===== src/rtl/irqv_pkg.sv =====
package irqv_pkg;
  localparam int NCH       = 8;
  localparam int IDXW      = $clog2(NCH);
  localparam int GRPW      = 2;
  localparam int TBL_AW    = IDXW + GRPW;
  localparam int TBL_DEPTH = 1 << TBL_AW;
  localparam int DW        = 8;
  localparam logic [DW-1:0] NO_HIT_BYTE = 8'hFF;
  localparam logic [DW-1:0] RST_BASE    = 8'hC7;

  typedef struct packed {
    logic            hit;
    logic [IDXW-1:0] idx;
  } win_t;

  // restart opcode: channel number lands in bits 5:3
  function automatic logic [DW-1:0] fn_rst_opcode(input logic [IDXW-1:0] idx);
    logic [DW-1:0] wide;
    wide = '0;
    wide[IDXW-1:0] = idx;
    return RST_BASE | (wide << 3);
  endfunction

  function automatic logic [TBL_AW-1:0] fn_tbl_addr(input logic [GRPW-1:0] grp,
                                                     input logic [IDXW-1:0] idx);
    return {grp, idx};
  endfunction
endpackage


===== src/rtl/irqv_prio.sv =====
module irqv_prio
  import irqv_pkg::*;
#(
  parameter int N  = NCH,
  parameter int IW = IDXW
) (
  input  logic [N-1:0]  req_i,
  output logic          hit_o,
  output logic [IW-1:0] idx_o
);
  logic [N:0]   lower_any;
  logic [N-1:0] grant;

  assign lower_any[0] = 1'b0;

  genvar g;
  generate
    for (g = 0; g < N; g++) begin : g_stage
      assign lower_any[g+1] = lower_any[g] | req_i[g];
      assign grant[g]       = req_i[g] & ~lower_any[g];
    end
  endgenerate

  always_comb begin
    idx_o = '0;
    for (int i = 0; i < N; i++) begin
      if (grant[i]) idx_o = idx_o | IW'(i);
    end
  end

  assign hit_o = lower_any[N];
endmodule


===== src/rtl/irqv_freeze.sv =====
module irqv_freeze
  import irqv_pkg::*;
#(
  parameter int N = NCH
) (
  input  logic         clk,
  input  logic         rst_n,
  input  logic         rd_active_i,
  input  logic [N-1:0] req_live_i,
  input  logic         en_live_i,
  output logic [N-1:0] req_eff_o,
  output logic         en_eff_o,
  output logic         read_start_o,
  output logic         read_end_o
);
  logic [N-1:0] req_hold;
  logic         en_hold;
  logic         rd_q;

  always_ff @(posedge clk or negedge rst_n) begin
    if (!rst_n) begin
      req_hold <= '0;
      en_hold  <= 1'b0;
      rd_q     <= 1'b0;
    end else begin
      rd_q <= rd_active_i;
      if (!rd_active_i) begin
        req_hold <= req_live_i;
        en_hold  <= en_live_i;
      end
    end
  end

  assign req_eff_o    = rd_active_i ? req_hold : req_live_i;
  assign en_eff_o     = rd_active_i ? en_hold  : en_live_i;
  assign read_start_o = rd_active_i & ~rd_q;
  assign read_end_o   = ~rd_active_i & rd_q;

  AST_FREEZE_HOLD: assert property (@(posedge clk) disable iff (!rst_n)
    (rd_active_i && rd_q) |-> ($stable(req_eff_o) && $stable(en_eff_o)))
    else $error("frozen view moved during read");
endmodule


===== src/rtl/irqv_chain.sv =====
module irqv_chain (
  input  logic       clk,
  input  logic       rst_n,
  input  logic       ctrl_wr_i,
  input  logic [1:0] ctrl_wdata_i,
  input  logic       chain_rel_i,
  input  logic       chain_in_i,
  input  logic       requesting_i,
  output logic       blk_dis_o,
  output logic       chain_out_o
);
  logic [1:0] ctrl_q;
  logic       hold_q;

  always_ff @(posedge clk or negedge rst_n) begin
    if (!rst_n) begin
      ctrl_q <= 2'b00;
      hold_q <= 1'b0;
    end else begin
      if (ctrl_wr_i) ctrl_q <= ctrl_wdata_i;
      if (chain_rel_i) hold_q <= 1'b0;
      else if (requesting_i) hold_q <= 1'b1;
    end
  end

  assign blk_dis_o   = ctrl_q[0];
  assign chain_out_o = chain_in_i & ~ctrl_q[0] & ~ctrl_q[1] & ~hold_q & ~requesting_i;

  AST_CHAIN_STICKY: assert property (@(posedge clk) disable iff (!rst_n)
    ($past(requesting_i) && !$past(chain_rel_i)) |-> !chain_out_o)
    else $error("chain output released without program write");
endmodule


===== src/rtl/irqv_vtable.sv =====
module irqv_vtable
  import irqv_pkg::*;
#(
  parameter int AW = TBL_AW,
  parameter int W  = DW
) (
  input  logic          clk,
  input  logic          we_i,
  input  logic [AW-1:0] waddr_i,
  input  logic [W-1:0]  wdata_i,
  input  logic [AW-1:0] raddr_i,
  output logic [W-1:0]  rdata_o
);
  localparam int DEPTH = 1 << AW;
  logic [W-1:0] mem [DEPTH];

  always_ff @(posedge clk) begin
    if (we_i) mem[waddr_i] <= wdata_i;
  end

  assign rdata_o = mem[raddr_i];
endmodule


===== src/rtl/irqv_top.sv =====
module irqv_top
  import irqv_pkg::*;
(
  input  logic              clk,
  input  logic              rst_n,
  input  logic [NCH-1:0]    req_i,
  input  logic              chain_in_i,
  output logic              chain_out_o,
  input  logic              ctrl_wr_i,
  input  logic [1:0]        ctrl_wdata_i,
  input  logic              chain_rel_i,
  input  logic              ack_i,
  input  logic              vec_rd_i,
  input  logic              mode_vec_i,
  input  logic [GRPW-1:0]   grp_sel_i,
  input  logic              autoclr_dis_i,
  input  logic              chop_i,
  input  logic              tbl_we_i,
  input  logic [TBL_AW-1:0] tbl_addr_i,
  input  logic [DW-1:0]     tbl_data_i,
  output logic              irq_o,
  output logic [DW-1:0]     rd_data_o,
  output logic              clr_pulse_o,
  output logic [IDXW-1:0]   clr_idx_o
);
  logic            rd_active;
  logic            blk_dis;
  logic            en_live;
  logic [NCH-1:0]  req_eff;
  logic            en_eff;
  logic            read_start;
  logic            read_end;
  logic            win_hit;
  logic [IDXW-1:0] win_idx;
  logic [DW-1:0]   tbl_byte;
  logic [DW-1:0]   resp_byte;
  win_t            win_q;

  assign rd_active = ack_i | vec_rd_i;
  assign en_live   = chain_in_i & ~blk_dis;

  irqv_freeze #(.N(NCH)) i_freeze (
    .clk          (clk),
    .rst_n        (rst_n),
    .rd_active_i  (rd_active),
    .req_live_i   (req_i),
    .en_live_i    (en_live),
    .req_eff_o    (req_eff),
    .en_eff_o     (en_eff),
    .read_start_o (read_start),
    .read_end_o   (read_end)
  );

  irqv_prio #(.N(NCH), .IW(IDXW)) i_prio (
    .req_i (req_eff & {NCH{en_eff}}),
    .hit_o (win_hit),
    .idx_o (win_idx)
  );

  irqv_chain i_chain (
    .clk          (clk),
    .rst_n        (rst_n),
    .ctrl_wr_i    (ctrl_wr_i),
    .ctrl_wdata_i (ctrl_wdata_i),
    .chain_rel_i  (chain_rel_i),
    .chain_in_i   (chain_in_i),
    .requesting_i (win_hit),
    .blk_dis_o    (blk_dis),
    .chain_out_o  (chain_out_o)
  );

  irqv_vtable #(.AW(TBL_AW), .W(DW)) i_vtable (
    .clk     (clk),
    .we_i    (tbl_we_i),
    .waddr_i (tbl_addr_i),
    .wdata_i (tbl_data_i),
    .raddr_i (fn_tbl_addr(grp_sel_i, win_idx)),
    .rdata_o (tbl_byte)
  );

  always_comb begin
    if (!win_hit)        resp_byte = NO_HIT_BYTE;
    else if (mode_vec_i) resp_byte = tbl_byte;
    else                 resp_byte = fn_rst_opcode(win_idx);
  end

  assign rd_data_o = rd_active ? resp_byte : NO_HIT_BYTE;
  assign irq_o     = win_hit & ~chop_i;

  always_ff @(posedge clk or negedge rst_n) begin
    if (!rst_n) begin
      win_q       <= '0;
      clr_pulse_o <= 1'b0;
      clr_idx_o   <= '0;
    end else begin
      if (read_start) win_q <= '{hit: win_hit, idx: win_idx};
      clr_pulse_o <= read_end & win_q.hit & ~autoclr_dis_i;
      if (read_end) clr_idx_o <= win_q.idx;
    end
  end

  AST_CLR_ONE_CYCLE: assert property (@(posedge clk) disable iff (!rst_n)
    clr_pulse_o |=> !clr_pulse_o)
    else $error("clear pulse longer than one cycle");

  AST_CLR_AFTER_READ: assert property (@(posedge clk) disable iff (!rst_n)
    clr_pulse_o |-> (!$past(rd_active) && $past(rd_active, 2)))
    else $error("clear pulse not tied to end of read");

  AST_CHOP_QUIET: assert property (@(posedge clk) disable iff (!rst_n)
    chop_i |-> !irq_o)
    else $error("interrupt raised while chopped");
endmodule


===== config.mk =====
export PLATFORM = sky130hd
export DESIGN_NAME = irqv_top
export DESIGN_NICKNAME = d
export VERILOG_FILES = /design/src/rtl/irqv_pkg.sv /design/src/rtl/irqv_prio.sv /design/src/rtl/irqv_freeze.sv /design/src/rtl/irqv_chain.sv /design/src/rtl/irqv_vtable.sv /design/src/rtl/irqv_top.sv
export SDC_FILE = /design/constraint.sdc
export NUM_CORES = 1
export LEC_CHECK = 0
export CORE_AREA = 2 2 148 150
export CTS_BUF_LIST = sky130_fd_sc_hd__clkbuf_8 sky130_fd_sc_hd__clkbuf_16
export CTS_CLUSTER_DIAMETER = 100
export DETAILED_ROUTE_END_ITERATION = 16
export DIE_AREA = 0 0 150 152
export DONT_BUFFER_PORTS = 1
export PLACE_DENSITY = 0.7
export SYNTH_ARGS = -nofsm -noshare
export SYNTH_HDL_FRONTEND = slang
export SYNTH_SLANG_ARGS = --single-unit

===== constraint.sdc =====
create_clock -name clk -period 4.6 [get_ports clk]
set_input_delay 0.69 -clock clk [delete_from_list [all_inputs] [get_ports clk]]
set_output_delay 0.69 -clock clk [all_outputs]
set_load 0.005 [all_outputs]

### Word level (Yosys, flattened, before mapping)

Memories as Yosys holds them, arrays and structs flattened.
Index checks and enable logic that the tools add are counted.

| storage, ports and cells | value |
|---|---|
| flip-flop bits (word level) | 21 |
| input port bits | 36 |
| latch bits | 0 |
| RAM bits | 256 |
| memory bits (read-only) | 0 |
| logic and storage cells | 67 |
| output and inout bits | 14 |
| memories kept | 1 |

| cells by class | value |
|---|---|
| add/subtract/negate cells | 0 |
| reduce and logical (&&, ||, !) cells | 1 |
| multipliers | 0 |
| div/mod/pow operators | 0 |
| $lt $le $gt $ge | 0 |
| shifts and indexed selects | 0 |
| muxes and demuxes | 16 |
| bitwise gates (word level) | 40 |
| eq/ne operators | 0 |

Memories:

| name | depth | width | rd ports | clocked after Yosys merged registers in | wr ports | RTL line | source |
|---|---|---|---|---|---|---|---|
| i_vtable.mem | 32 | 8 | 1 | 0 | 1 | irqv_vtable.sv:15 | `logic [W-1:0] mem [DEPTH];` |

Operators with widths:

| cell | number |
|---|---|
| 8-bit 2-to-1 mux | 4 |
| 1-bit AND | 16 |
| 1-bit NOT | 15 |
| 3-bit 2-to-1 mux | 4 |
| 8-bit AND | 1 |
| 1-bit bitwise OR | 8 |
| 1-bit 2-to-1 mux | 6 |
| 2-bit 2-to-1 mux | 2 |
| 2-bit nonzero test | 1 |

### Longest topological paths before layout

Gate-level depths: netlist (run 1).
An unclocked memory read counts as a cell.

| depth | value |
|---|---|
| depth in word-level cells | 17 |
| mapped depth | 14 |
| depth with buffers taken out | 10 |

### Modules after synthesis

Synthesis (run 1) repeated with hierarchy kept, for this count alone.

| unflattened totals | value |
|---|---|
| cell total of the unflattened synthesis | 495 |
| area, all modules | 10,945.5 µm² |

By module, submodules not included:

| module | cells each | area an instance (µm²) | instances | sequential area each (µm²) |
|---|---|---|---|---|
| irqv_vtable | 409 | 9,893.2 | 1 | 7,687.4 |
| irqv_top | 41 | 447.9 | 1 | 200.2 |
| irqv_freeze | 22 | 406.6 | 1 | 250.2 |
| irqv_chain | 9 | 115.1 | 1 | 75.1 |
| irqv_prio | 14 | 82.6 | 1 | 0.0 |

### Least setup slack after synthesis (run 1)

OpenSTA, ideal clock, no wires.

| path | value |
|---|---|
| path type | input-to-output |
| start | in req_i[4] |
| end | out rd_data_o[2] |
| setup slack | 902 ps |
| arrival | 3,008 ps |
| required time | 3,910 ps |
| cell stages on the path | 11 |
| path buffers | 2 |
| cells stage by stage | or4_1 o31a_1 nor2_1 o21a_1 buf_4 buf_2 mux2i_1 mux2i_1 mux4_2 nor3_1 a31oi_1 |

| between the ends | value |
|---|---|
| word-level cells in the longest chain between the ends | 12 |
| elaborated cells on any way between the ends | 21 |
| classes of those cells | mux: 8; bitwise: 12; memory: 1 |

RTL lines:

| item | RTL line | source |
|---|---|---|
| start, declared | irqv_top.sv:6 | `input logic [NCH-1:0] req_i,` |
| 8-bit 2-to-1 mux * | - |  |
| 8-bit AND * | irqv_top.sv:55 | `.req_i (req_eff & {NCH{en_eff}}),` |
| 1-bit bitwise OR | irqv_prio.sv:19 | `assign lower_any[g+1] = lower_any[g] \| req_i[g];` |
| 1-bit NOT / 1-bit bitwise OR (equally long branches) | irqv_prio.sv:20, irqv_prio.sv:19 |  |
| 1-bit AND (tied with other cells) | irqv_prio.sv:20 | `assign grant[g] = req_i[g] & ~lower_any[g];` |
| 3-bit 2-to-1 mux (tied with other cells) | irqv_prio.sv:27 | `if (grant[i]) idx_o = idx_o \| IW'(i);` |
| 3-bit 2-to-1 mux / 1-bit AND (equally long branches) | irqv_prio.sv:27, irqv_prio.sv:20 |  |
| 3-bit 2-to-1 mux | irqv_prio.sv:27 |  |
| memory read 32 x 8 bit | - |  |
| 8-bit 2-to-1 mux | irqv_top.sv:83 | `else if (mode_vec_i) resp_byte = tbl_byte;` |
| 8-bit 2-to-1 mux * | irqv_top.sv:82 | `if (!win_hit) resp_byte = NO_HIT_BYTE;` |
| 8-bit 2-to-1 mux * | irqv_top.sv:87 | `assign rd_data_o = rd_active ? resp_byte : NO_HIT_BYTE;` |
| end, declared | irqv_top.sv:22 | `output logic [DW-1:0] rd_data_o,` |

Every way passes the cells marked *; elsewhere a longest branch is shown, timed or not.

### Worst setup path after layout (run 1)

| path | value |
|---|---|
| start | in vec_rd_i |
| end | out rd_data_o[3] |

| between the ends | value |
|---|---|
| word-level cells in the longest chain between the ends | 16 |
| elaborated cells on any way between the ends | 36 |
| classes of those cells | mux: 12; bitwise: 23; memory: 1 |

RTL lines:

| item | RTL line | source |
|---|---|---|
| start, declared | irqv_top.sv:13 | `input logic vec_rd_i,` |
| 1-bit bitwise OR * | irqv_top.sv:39 | `assign rd_active = ack_i \| vec_rd_i;` |
| 8-bit 2-to-1 mux / 1-bit 2-to-1 mux (equally long branches) | - |  |
| 8-bit AND | irqv_top.sv:55 |  |
| 1-bit NOT / 1-bit bitwise OR (equally long branches) | irqv_prio.sv:20, irqv_prio.sv:19 |  |
| 1-bit AND (tied with other cells) | irqv_prio.sv:20 |  |
| 1-bit 2-to-1 mux (tied with other cells) | irqv_prio.sv:27 |  |
| 2-bit 2-to-1 mux (tied with other cells) (2 in a row) | irqv_prio.sv:27 |  |
| 3-bit 2-to-1 mux (tied with other cells) (2 in a row) | irqv_prio.sv:27 |  |
| 3-bit 2-to-1 mux / 1-bit AND (equally long branches) | irqv_prio.sv:27, irqv_prio.sv:20 |  |
| 3-bit 2-to-1 mux | irqv_prio.sv:27 |  |
| memory read 32 x 8 bit | - |  |
| 8-bit 2-to-1 mux | irqv_top.sv:83 |  |
| 8-bit 2-to-1 mux | irqv_top.sv:82 |  |
| 8-bit 2-to-1 mux * | irqv_top.sv:87 |  |

Marked as above.

==> results of run 1 <==
-- how the worst min path moves through the flow --
stage | to | depth (start not counted) | from | slack (ns)
floorplan | clr_idx_o[0] | 0 | rst_n | 0.39
global placement | i_freeze.req_hold[4] | 0 | rst_n | 0.39
detailed placement | i_freeze.req_hold[7] | 0 | rst_n | 0.40
CTS | i_chain.hold_q | 1 | chain_rel_i | 0.20
global route | clr_pulse_o | 1 | autoclr_dis_i | 0.21
finish | i_chain.hold_q | 1 | chain_rel_i | 0.22
-- cells by family (layout without fill, tap and decap cells) --
family | after synthesis | after routing
flip-flops | 277 | 277
AO/OA/AOI/OAI | 74 | 74
buffers and inverters | 38 | 68
AND/OR/NAND/NOR | 138 | 138
multiplexers | 151 | 151
other | 0 | 1
-- synth_stat cells (5+ instances only) --
cell / number / share of area
inv_1: 5 / 0.0016
mux2i_1: 115 / 0.10
o211ai_1: 5 / 0.0033
o21ai_0: 7 / 0.0030
clkbuf_1: 10 / 0.0033
a31oi_1: 9 / 0.0049
buf_6: 6 / 0.0059
o221ai_1: 7 / 0.0053
edfxtp_1: 256 / 0.67
dfrtp_1: 21 / 0.046
mux4_2: 10 / 0.020
nand3b_1: 9 / 0.0059
buf_2: 5 / 0.0022
mux4_1: 7 / 0.016
a21oi_1: 12 / 0.0052
mux2_2: 18 / 0.018
nor2_1: 45 / 0.015
o22ai_1: 10 / 0.0054
nand2_1: 50 / 0.016
-- per-stage QoR --
step           total power [mW]  worst slack [ns]  area, um^2  hold WS [ns]
2_1_floorplan              3.13             0.902       11500         0.394
3_3_place_gp               3.18             0.355       11800         0.395
3_5_place_dp               3.19             0.225       11800         0.395
4_1_cts                    5.47             0.224       12700         0.205
5_1_grt                    5.60            0.0238       12700         0.207
6_report                   5.45             0.204       12700         0.215
-- layout by cell type (no fill, tap or decap), drive strengths merged, types with 3 or more instances in the layout --
master and instances:
nand2 50, mux2i 116, buf 11, nor2 46, o211ai 5, mux4 17, a21oi 13, o211a 3
nor3 4, nand4 4, a31oi 9, o22ai 10, inv 11, nor4b 3, clkinv 11, o21ai 9
dfrtp 21, mux2 18, bufinv 5, and4b 3, nor4 3, edfxtp 256, nand3 4, clkbuf 29
nand3b 9, o221ai 8
-- registers in the layout (all words and copies together), names as in the netlist --
register           count
i_vtable.mem         256
i_freeze.req_hold      8
win_q                  4
clr_idx_o              3
i_chain.ctrl_q         2
clr_pulse_o            1
i_chain.hold_q         1
i_freeze.en_hold       1
i_freeze.rd_q          1
-- where the power goes --
part           switching, mW  internal [mW]  total (mW)
registers             0.0209           2.80        2.82
logic                  0.187          0.137       0.325
clock network          0.897           1.41        2.30
total                   1.10           4.34        5.45
-- routing by layer --
| metal | wire (um) | global-route usage | vias up | share of wire |
|---|---|---|---|---|
| li1 | - | - | 2707 | - |
| met4 | 605 | 0.0611 | 0 | 0.025 |
| met3 | 1830 | 0.0435 | 44 | 0.076 |
| met1 | 10100 | 0.303 | 3037 | 0.42 |
| met5 | 0 | 0 | - | 0 |
| met2 | 11500 | 0.340 | 240 | 0.48 |
-- cell type report --
type                       count  area [um^2]
timing repair buffer          12          143
multi-input combinational    363         3030
clock buffer                  29          726
sequential                   277         8210
clock inverter                20          210
inverter                       7         26.3
tap                          280          350
fill                        1581         8650
antenna                        1         2.50
==> reports/qor.csv, run 1 <==
metric,value,unit
Placed Cells,938,
Max Transition Viols Final,0,
All-Layer GR Usage,0.214,
CTS tree,yes,
first-pass GRT wire length,36.3,mm
largest net degree at the start of global routing,53,
Worst setup startpoint,vec_rd_i,
net count after synthesis,714,
Cells after Synth,678,
vias,6028,
RSZ-0062 raised after global routing,no,
R2R Path End,win_q[2],
CP endpoint kind,primary output,
minimum clock period,4.40,ns
CTS Root Cell,clkbuf_16,
area grow syn2layout,10.5,%
wire length per cell,24.3,um
post_cts resized,0,
worst min-delay path category,in -> reg,
fin util,0.595,
CTS Hold Bufs,1,
DP HPWL,15.0,mm
Max Fclk,227,MHz
Top Family by Delay on Critical Path,compound AO/OA/AOI/OAI gates,
CP endpoint,rd_data_o[3],
final period utilization,0.956,
R2R setup slack,2.16,ns
Syn Area/Cell,17.0,um^2
"Primary FF master, synth",edfxtp_1,
DR pass1 iterations,5,
final antenna-violating net count,0,
sequential-to-total area share from yosys stat,0.714,
worst rel slew slack,0.321,
Worst Reg2Reg Path Length in Cells,6,
Routed WL,24.1,mm
fin nets,725,
slowest CP cell,mux4_1,
Synth Area in XOR/XNOR,0,
data required time of the worst path,3.91,ns
Initial Util,0.538,
Leak Pwr,4.31,nW
Worst Path Arrival,3.71,ns
"FF+latch count, synth",277,
Post-Layout Cell Count,989,
1st-iter DRT viols,497,
routability congestion estimate,0.870,
CTS HTree Levels,1,
CTS Buf Count,28,
crit-path max cell delay,0.59,ns
post-synthesis compound-gate area fraction,0.0483,
buffer and inverter count on the worst path,2,
mux share of post-synthesis cell area,0.155,
main combinational cell family by area after synthesis,multiplexers,
Max-Cap Viols,0,
Synth Area in Adders,0,
simple-gate area share of the yosys netlist,0.0586,
crit-path max FO,39,
initial antenna violation count,1,
DRC viols,0,
run status,"finished, final reports clean",
final hold violation count,0,
Fin Clk Skew,0.00398,ns
Synth cell types,59,
die height,152,um
Rows,54,
vias in the first global route,6157,
Critical Path Stages,11,
worst-path cell chain,"nor2_4, inv_2, a21oi_2, o2111ai_2, a32oi_4, buf_12, mux4_1, a21oi_1, o21ai_0, a32oi_1, o221ai_2",
TNS Setup,0,ns
share of layout cells above drive strength 1,0.129,
core area,0.0214,mm^2
I/O Buffers,0,
die area,0.0228,mm^2
mapped cell area,0.0115,mm^2
Ports,50,
YS warnings,0,
RR Startpoint,i_chain.ctrl_q[0],
Post CTS Setup Buffer Count,0,
Die W,150,um
Clock Latency Late Sink,0.54,ns
Worst-Margin Slew,1.02,ns
WS Path Type,in -> out,
CTS Sinks,277,
Startpoint Class,input port,
Post-synth EDFFs,256,
Avg Vias per Cell,6.10,
Async SR Flop Fraction,0.0758,
final setup vio count,0,
"Reg clk slew, reported paths",0.06,ns
power per cell area,429,mW/mm^2
gr ovfl total,0,
Max clock buf depth,3,
Max VDD drop,0.347,mV
Note: power is estimated with default switching activity, not from simulation.
==> run 2: changes to the inputs <==
==> constraint.sdc (replaced) <==
create_clock -name clk -period 4.6 [get_ports clk]
set_input_delay 0.23 -clock clk [delete_from_list [all_inputs] [get_ports clk]]
set_output_delay 0.23 -clock clk [all_outputs]
set_load 0.005 [all_outputs]
==> run 2 against run 1 <==
Wire length is 5.7% higher. Register-to-register slack worse by 0.49 ns. Sequential share of layout area is 1.7 points lower. Critical path depth is 2 lower. Largest cell class unchanged. Hold slack worse by 0.19 ns. Sequential power hardly changed. Die area stayed put. Core utilization is 1.6 points higher. Cell area is 2.7% higher. Via count is 3.5% higher.
==> reports/qor.csv, run 2 (same netlist as run 1, synthesis figures left out) <==
metric,value,unit
largest net degree at the start of global routing,40,
R2R setup slack,1.67,ns
Max VDD drop,0.307,mV
share of layout cells above drive strength 1,0.138,
worst rel slew slack,0.175,
vias,6237,
"Reg clk slew, reported paths",0.06,ns
Post-Layout Cell Count,1024,
RR Startpoint,i_chain.ctrl_q[0],
R2R Path End,win_q[2],
first-pass GRT wire length,37.3,mm
gr ovfl total,0,
post_cts resized,0,
Worst Reg2Reg Path Length in Cells,6,
CTS Root Cell,clkbuf_16,
Die W,150,um
run status,"finished, final reports clean",
fill cell count,1542,
routability congestion estimate,0.874,
Routed WL,25.4,mm
Startpoint Class,flip-flop,
DRC viols,0,
crit-path max cell delay,0.70,ns
power per cell area,422,mW/mm^2
Rows,54,
final period utilization,0.948,
buffer and inverter count on the worst path,1,
Top Family by Delay on Critical Path,simple AND/OR/NAND/NOR gates,
Placed Cells,934,
fin nets,757,
hold depth,2,
data required time of the worst path,4.37,ns
die height,152,um
CP endpoint kind,primary output,
Clock Latency Late Sink,0.54,ns
Max-Cap Viols,0,
core area,0.0214,mm^2
Min-Delay Endpoint,i_freeze.rd_q,
initial antenna violation count,0,
Initial Util,0.538,
max reg flops,256,
WS Path Type,reg -> out,
Worst-Margin Slew,1.23,ns
Worst Path Arrival,4.13,ns
Largest regs,"i_vtable.mem: 256 flops, i_freeze.req_hold: 8 flops, win_q: 4 flops",
GRT Max-Usage Layer,met2,
vias in the first global route,6336,
DP HPWL,15.5,mm
"commonest non-fill, non-tap cells in the layout","edfxtp_1, mux2i_1, nand2_1, nor2_1, dlygate4sd3_1",
slowest CP cell,nor3_2,
Worst Hold Launch,vec_rd_i,
Leak Pwr,4.44,nW
Post CTS Setup Buffer Count,0,
FF/Latch Area,0.00821,mm^2
worst min-delay path category,in -> reg,
crit-path max FO,27,
met3 GRT Util,0.0357,
Worst setup startpoint,i_chain.ctrl_q[0],
Avg Vias per Cell,6.09,
minimum clock period,4.36,ns
All-Layer GR Usage,0.218,
Biggest register,i_vtable.mem,
Fin Clk Skew,0.00169,ns
final setup vio count,0,
CTS Buf Count,29,
worst-path cell chain,"nor4b_1, a21oi_1, nor3_2, a21boi_4, buf_4, mux2i_1, mux2i_1, mux2_2, a21oi_1",
Max clock buf depth,3,
Max Fclk,229,MHz
die area,0.0228,mm^2
CTS tree,yes,
TNS Setup,0,ns
grt met2 use,0.356,
CTS HTree Levels,1,
Ports,50,
DR pass1 iterations,5,
CTS Sinks,277,
1st-iter DRT viols,553,
n_diodes,0,
RSZ-0062 raised after global routing,no,
Max Transition Viols Final,0,
final antenna-violating net count,0,
final hold violation count,0,
Multi-input gate area,0.00305,mm^2
"most common cell after layout, fill and taps aside",edfxtp_1,
GR Layer Usage met1,0.309,
area grow syn2layout,13.5,%
I/O Buffers,0,
wire length per cell,24.9,um
## run 2: cell types whose count changed in the layout (fill, tap and decap cells not counted), sizes merged
cell	previous run	this run
clkinvlp	0	3
a32oi	2	3
inv	11	10
diode	1	0
bufinv	5	3
clkinv	11	16
dlygate4sd3	1	30
buf	11	12
## run 2: report_power, final
part	switching [mW]	total [mW]	internal (mW)
logic	0.238	0.398	0.160
clock network	0.962	2.29	1.32
registers	0.0212	2.82	2.80
## run 2: how the worst max path moves through the flow
stage	cells after the start	slack, ns	endpoint
3_5_place_dp	10	0.66	rd_data_o[3]
4_1_cts	11	0.07	rd_data_o[3]
5_1_grt	9	0.08	rd_data_o[6]
2_1_floorplan	11	1.82	rd_data_o[2]
3_3_place_gp	10	0.74	rd_data_o[3]
6_report	9	0.24	rd_data_o[6]
## run 2: layer usage
layer  vias to the layer above  share of wire
met5                         -              0
met4                         0          0.021
met3                        38          0.067
met2                       252           0.48
met1                      3165           0.43
li1                       2782              -
## run 2: cell type report
class | count | area share
Clock inverter | 25 | 0.0167
Clock buffer | 29 | 0.0556
Inverter | 7 | 0.00201
Tap cell | 280 | 0.0269
Multi-Input combinational cell | 364 | 0.234
Timing Repair Buffer | 42 | 0.0357
Sequential cell | 277 | 0.629
## run 2: worst register-to-register path, stage by stage, from the launching register on
cell and delay [ns]:
dfrtp_1 0.41, nor4b_1 0.32, a21oi_1 0.14, nor3_2 0.70, a21boi_4 0.60, buf_4 0.47
mux2_2 0.23
## run 2: timing repair
action                                  CTS  global route
hold buffers                             35             0
endpoints found under the setup margin    0             8
hold endpoints to repair                290             0
## run 2: per-stage QoR
stage	hold slack, ns	setup slack (ns)	cell area, um^2	power (mW)	utilization
after floorplan	-0.0656	1.82	11500	3.13	-
after detailed placement	-0.0650	0.656	11700	3.19	0.547
after global placement	-0.0650	0.744	11700	3.17	0.547
after CTS	0.00413	0.0740	13000	5.51	0.610
after global routing	0.0408	0.0822	13000	5.65	0.611
final	0.0234	0.241	13000	5.50	0.611
